### config.mk
export PLATFORM = sky130hd
export DESIGN_NAME = bwconv_engine
export DESIGN_NICKNAME = d
export VERILOG_FILES = /design/src/rtl/bwconv_pkg.sv /design/src/rtl/bwconv_sign_stage.sv /design/src/rtl/bwconv_sum_stage.sv /design/src/rtl/bwconv_scale_stage.sv /design/src/rtl/bwconv_engine.sv
export SDC_FILE = /design/constraint.sdc
export NUM_CORES = 2
export LEC_CHECK = 0
export BUFFER_PORTS_ARGS = -buffer_cell sky130_fd_sc_hd__buf_2
export CAP_MARGIN = 20
export CORE_UTILIZATION = 60
export DETAILED_ROUTE_END_ITERATION = 12
export HOLD_SLACK_MARGIN = 0.03
export PLACE_DENSITY_LB_ADDON = 0.08
export SLEW_MARGIN = 40
export SYNTH_ARGS = -nofsm -noshare
export SYNTH_HDL_FRONTEND = slang
export SYNTH_SLANG_ARGS = --single-unit
### constraint.sdc
create_clock -name clk -period 46.6 [get_ports clk]
set_clock_uncertainty 0.2 [all_clocks]
set_input_delay 0 -clock clk [delete_from_list [all_inputs] [get_ports clk]]
set_output_delay 0 -clock clk [all_outputs]
set_load 0.03 [all_outputs]
### src/rtl/bwconv_pkg.sv
package bwconv_pkg;
  localparam int ACT_W_DEF = 12;
  localparam int KMAX_DEF  = 7;
  localparam int SC_W_DEF  = 12;
  localparam int FRAC_DEF  = 10;

  // bits needed for an exact sum of 'taps' negated-or-not activations
  function automatic int acc_width(input int aw, input int taps);
    return aw + 1 + $clog2(taps);
  endfunction
endpackage

### src/rtl/bwconv_sign_stage.sv
module bwconv_sign_stage #(
  parameter int ACT_W = 12,
  parameter int KMAX  = 7,
  parameter int KSZ_W = 3,
  localparam int NTAP = KMAX * KMAX,
  localparam int TW   = ACT_W + 1
) (
  input  logic                  clk,
  input  logic                  en,
  input  logic [NTAP*ACT_W-1:0] window,
  input  logic [NTAP-1:0]       wbits,
  input  logic [KSZ_W-1:0]      ksize,
  output logic [NTAP*TW-1:0]    terms
);
  localparam logic [KSZ_W-1:0] KMAX_V = KSZ_W'(KMAX);

  logic [KSZ_W-1:0] keff;

  always_comb begin
    if (ksize == '0)         keff = KSZ_W'(1);
    else if (ksize > KMAX_V) keff = KMAX_V;
    else                     keff = ksize;
  end

  for (genvar t = 0; t < NTAP; t++) begin : g_tap
    localparam logic [KSZ_W-1:0] ROW = KSZ_W'(t / KMAX);
    localparam logic [KSZ_W-1:0] COL = KSZ_W'(t % KMAX);
    logic signed [TW-1:0] ext;
    logic signed [TW-1:0] term;
    logic signed [TW-1:0] q;
    logic                 live;

    assign ext  = {window[t*ACT_W+ACT_W-1], window[t*ACT_W +: ACT_W]};
    assign live = (ROW < keff) && (COL < keff);
    assign term = !live ? '0 : (wbits[t] ? ext : -ext);

    always_ff @(posedge clk) begin
      if (en) q <= term;
    end

    assign terms[t*TW +: TW] = q;
  end
endmodule

### src/rtl/bwconv_sum_stage.sv
module bwconv_sum_stage #(
  parameter int NTAP  = 49,
  parameter int TW    = 13,
  parameter int ACC_W = 19
) (
  input  logic                    clk,
  input  logic                    en,
  input  logic [NTAP*TW-1:0]      terms,
  output logic signed [ACC_W-1:0] sum
);
  logic signed [ACC_W-1:0] acc;

  // reduction over all taps; synthesis balances it into an adder tree
  always_comb begin
    acc = '0;
    for (int t = 0; t < NTAP; t++) begin
      logic signed [TW-1:0] tv;
      tv  = terms[t*TW +: TW];
      acc = acc + ACC_W'(tv);
    end
  end

  always_ff @(posedge clk) begin
    if (en) sum <= acc;
  end
endmodule

### src/rtl/bwconv_scale_stage.sv
module bwconv_scale_stage #(
  parameter int ACC_W = 19,
  parameter int SC_W  = 12,
  parameter int FRAC  = 10,
  parameter int OUT_W = 12,
  localparam int PW   = ACC_W + SC_W
) (
  input  logic                    clk,
  input  logic                    en,
  input  logic signed [ACC_W-1:0] sum,
  input  logic signed [SC_W-1:0]  scale,
  input  logic signed [OUT_W-1:0] bias,
  output logic signed [OUT_W-1:0] y
);
  localparam logic signed [PW:0] HALF = (PW+1)'(1) <<< (FRAC - 1);
  localparam logic signed [PW:0] MAXV = (PW+1)'(2 ** (OUT_W - 1) - 1);
  localparam logic signed [PW:0] MINV = -MAXV - (PW+1)'(1);

  logic signed [PW-1:0] prod;
  logic signed [PW:0]   shifted;
  logic signed [PW:0]   total;
  logic signed [OUT_W-1:0] clamped;

  always_comb begin
    prod    = PW'(sum) * PW'(scale);
    shifted = ((PW+1)'(prod) + HALF) >>> FRAC;
    total   = shifted + (PW+1)'(bias);
    if (total > MAXV)      clamped = MAXV[OUT_W-1:0];
    else if (total < MINV) clamped = MINV[OUT_W-1:0];
    else                   clamped = total[OUT_W-1:0];
  end

  always_ff @(posedge clk) begin
    if (en) y <= clamped;
  end
endmodule

### src/rtl/bwconv_engine.sv
module bwconv_engine import bwconv_pkg::*; #(
  parameter int ACT_W   = ACT_W_DEF,
  parameter int KMAX    = KMAX_DEF,
  parameter int NCH     = 4,
  parameter int SC_W    = SC_W_DEF,
  parameter int SC_FRAC = FRAC_DEF,
  localparam int NTAP  = KMAX * KMAX,
  localparam int TW    = ACT_W + 1,
  localparam int ACC_W = acc_width(ACT_W, NTAP),
  localparam int KSZ_W = $clog2(KMAX + 1),
  localparam int CH_W  = (NCH > 1) ? $clog2(NCH) : 1
) (
  input  logic                  clk,
  input  logic                  rst_n,
  input  logic                  in_valid,
  output logic                  in_ready,
  input  logic [NTAP*ACT_W-1:0] in_window,
  input  logic [NTAP-1:0]       in_wbits,
  input  logic [KSZ_W-1:0]      in_ksize,
  input  logic [CH_W-1:0]       in_chan,
  input  logic [NCH*SC_W-1:0]   scale_cfg,
  input  logic [NCH*ACT_W-1:0]  bias_cfg,
  output logic                  out_valid,
  input  logic                  out_ready,
  output logic [ACT_W-1:0]      out_data
);
  logic                    adv;
  logic [2:0]              vld;
  logic [CH_W-1:0]         ch_s1, ch_s2;
  logic [NTAP*TW-1:0]      terms;
  logic signed [ACC_W-1:0] sum;
  logic signed [SC_W-1:0]  scale_sel;
  logic signed [ACT_W-1:0] bias_sel;
  logic signed [ACT_W-1:0] result;

  // one enable for the whole pipe: move unless the last stage is blocked
  assign adv      = !vld[2] || out_ready;
  assign in_ready = adv;

  always_ff @(posedge clk) begin
    if (!rst_n) begin
      vld <= '0;
    end else if (adv) begin
      vld <= {vld[1:0], in_valid};
    end
  end

  always_ff @(posedge clk) begin
    if (adv) begin
      ch_s1 <= in_chan;
      ch_s2 <= ch_s1;
    end
  end

  bwconv_sign_stage #(.ACT_W(ACT_W), .KMAX(KMAX), .KSZ_W(KSZ_W)) u_sign (
    .clk(clk), .en(adv), .window(in_window), .wbits(in_wbits),
    .ksize(in_ksize), .terms(terms)
  );

  bwconv_sum_stage #(.NTAP(NTAP), .TW(TW), .ACC_W(ACC_W)) u_sum (
    .clk(clk), .en(adv), .terms(terms), .sum(sum)
  );

  assign scale_sel = scale_cfg[ch_s2*SC_W +: SC_W];
  assign bias_sel  = bias_cfg[ch_s2*ACT_W +: ACT_W];

  bwconv_scale_stage #(.ACC_W(ACC_W), .SC_W(SC_W), .FRAC(SC_FRAC), .OUT_W(ACT_W)) u_scale (
    .clk(clk), .en(adv), .sum(sum), .scale(scale_sel), .bias(bias_sel), .y(result)
  );

  assign out_valid = vld[2];
  assign out_data  = result;
endmodule

==> impl_metrics.csv <==
group,metric,value,unit
flow_run,cap_violations,0,
cts,numCtsBuffers,78,
placement,placed_cell_area,66100,um2
floorplanning,die_h,320.9,um
timing,relSlewSlack,40.34,%
worst_setup_path,path_buf_inv,6,
hold_path,min_path_type,"input port to register",
floorplanning,dieArea,103000,um2
drt,routedWlPerCell,23.45,um
timing,finalHoldViolCount,0,
floorplanning,die_x,320.9,um
floorplanning,initial_core_util,60.74,%
cts,cts-root-buf,"clkbuf_16",
drt,vias,55530,
timing,rsz0062_at_grt,"false",
global_routing,grt_first_pass_wirelength,333.6,mm
final_layout,fin_nets,9781,
worst_setup_path,worstPathRequired,46770,ps
timing,slew_violations,0,
worst_setup_path,timing.reg2reg.setup_slack,37180,ps
worst_setup_path,cp_max_fo,25,
timing,setup-tns-final,0,ps
synth,synthArstFlopShare,0,%
synth,synth_most_common_cell,"inv_1",
drt,first_pass_iters,12,
global_routing,grt_max_degree,167,
synth,yosys-top-cells-count,"1046 x inv_1, 845 x fa_1, 753 x nor2_1",
timing,timing.hold.ws,63.55,ps
worst_setup_path,reg2regPathDepth,32,
worst_setup_path,endpoint_kind,"register",
cts,h-tree-depth,3,
cts,clock_latency,680,ps
timing,min_period,9422,ps
worst_setup_path,cpMaxStageDelayCell,"mux4_2",
floorplanning,core_area,100400,um2
placement,gp_congestion,0.9522,
synth,yosysSeqAreaShare,33.18,%
final_layout,final_area,83500,um2
synth,synth_flop_cell,"edfxtp_1",
global_routing,antenna_found_initial,29,
final_layout,fillers,5321,
timing,fmax,106.1,MHz
worst_setup_path,r2r_start,"ch_s2[0]$_DFFE_PP_",
synth,yosysTopAreaCell,"edfxtp_1",
synth,synthesis.area,61000,um2
placement,hpwl,140.2,mm
worst_setup_path,max_stage_delay,780,ps
hold_path,hp-start,"bias_cfg[39]",
hold_path,worstHoldPathCells,5,
synth,ys_ff_latch,675,
worst_setup_path,crit_family,"adder cells",
status,status,"finished, final reports clean",
worst_setup_path,cp-start-kind,"register",
global_routing,grt_pass1_vias,59020,
drt,drc_errors,0,
synth,synthDistinctLibCells,67,
worst_setup_path,path_class,"register to register",
final_layout,syn_to_final_growth,36.88,%
cts,cts_max_path_buffers,3,
final_layout,final_core_util,83.14,%
synth,syn_avg_cell_area,10.42,um2
synth,syn-instance-count,5853,
final_layout,layout-drive-gt1-share,11.75,%
placement,io_buffers,755,
synth,synth_nets,7633,
hold_path,whs_endpoint,"u_scale.y[3]$_SDFFCE_PN1P_",
global_routing,gr-usage-all-layers,42.99,%
synth,synth_edf_count,672,
cts,post_cts_buffers,0,
synth,yosysWarnings,0,
worst_setup_path,r2r-end,"u_scale.y[3]$_SDFFCE_PN1P_",
global_routing,gr-total-overflow,0,
drt,drt-total-wl,221.5,mm
drt,ant_nets,0,
timing,setup_viol,0,
cts,clk_pin_slew,70,ps
worst_setup_path,critPathLaunch,"ch_s2[0]$_DFFE_PP_",
cts,cts_tree,"yes",
synth,netlist_top_cells_area,"edfxtp_1 33%, fa_1 28%, inv_1 6.4%",
drt,avgViaCountPerCell,5.878,
cts,cts_sinks,675,
worst_setup_path,critPathArrivalTime,9600,ps
floorplanning,io-pin-count,756,
drt,drtIter0Drc,6337,
timing,tightest_slew,894.8,ps
floorplanning,row_count,116,
timing,finalCritPeriodShare,20.22,%
synth,synth_top_area_share,33.08,%
## worst max-delay path by stage
stage | endpoint | slack (ps) | cells past startpoint
after global placement | u_scale.y[1]$_SDFFCE_PN1P_ | 37170 | 32
after global routing | u_scale.y[7]$_SDFFCE_PN1P_ | 36490 | 32
after floorplan | vld[2]$_SDFFE_PN0P_ | 28010 | 2
after CTS | u_scale.y[3]$_SDFFCE_PN1P_ | 37170 | 32
after detailed placement | u_scale.y[3]$_SDFFCE_PN1P_ | 37190 | 32
final | u_scale.y[3]$_SDFFCE_PN1P_ | 37180 | 32
## cell type report
class                           instances  area, um2  share of cell area, %
Multi-Input combinational cell       3965      36270                  43.44
Sequential cell                       675      20240                  24.24
Timing Repair Buffer                 2235      18660                  22.35
Inverter                             1046       3926                  4.702
Clock buffer                           91       2086                  2.498
Tap cell                             1357       1698                  2.033
Clock inverter                         51      551.8                 0.6608
Antenna cell                           27      67.56                0.08091
## cells by family (layout without fill, tap and decap cells)
family | after synthesis | after routing | share of synthesized area [%]
simple gates | 1597 | 1597 | 12.13
buf+inv | 1213 | 3423 | 7.482
fa+ha+maj | 1038 | 1038 | 31.69
compound gates | 817 | 817 | 7.447
flops | 675 | 675 | 33.18
xor+xnor | 397 | 397 | 5.700
mux | 116 | 116 | 2.379
other cells | 0 | 27 | 0
## placed cells by master (no fill, tap or decap), drive strengths merged, types with 204 or more instances in the layout
cell         synthesis  routed
nand2              204     204
a21oi              365     365
fa                 845     845
edfxtp             672     672
buf                 18     775
xnor2              334     334
nor2               754     754
inv               1046    1047
dlygate4sd3          0    1460
o21ai              281     281
## tightest hold or removal path, cell delays in order
cell and delay (ps):
buf_2 70, mux4_2 250, ha_1 200, xor2_1 100, o21ai_0 160
## flip-flops by register name, indices dropped and copies added (netlist names)
register        flops
u_sign.g_tap.q    637
u_scale.y          12
vld                 3
ch_s2               2
u_sum.sum          19
ch_s1               2
## metal layers
metal	up-vias	GRT usage [%]	share of wire, %
li1	23370	-	-
met1	26640	50.65	34
met2	4151	69.91	47
met3	1355	10.86	10
met4	14	28.85	8.4
met5	-	0	0.064
## timing repair
action / CTS / global route
hold buffers: 1459 / 1
hold endpoints to repair: 688 / 13
endpoints found under the setup margin: 0 / 0
gates resized for setup: 0 / 0
## per-stage QoR
stage	cells	setup slack [ps]
6_report	9447	37180
5_1_grt	9439	36490
4_1_cts	9417	37170
3_5_place_dp	7816	37190
3_3_place_gp	7814	37170
2_1_floorplan	5853	28010
Power is left out: the tool's default activity adds up to more than one toggle a clock period on the data nets, which glitch-free logic cannot reach.
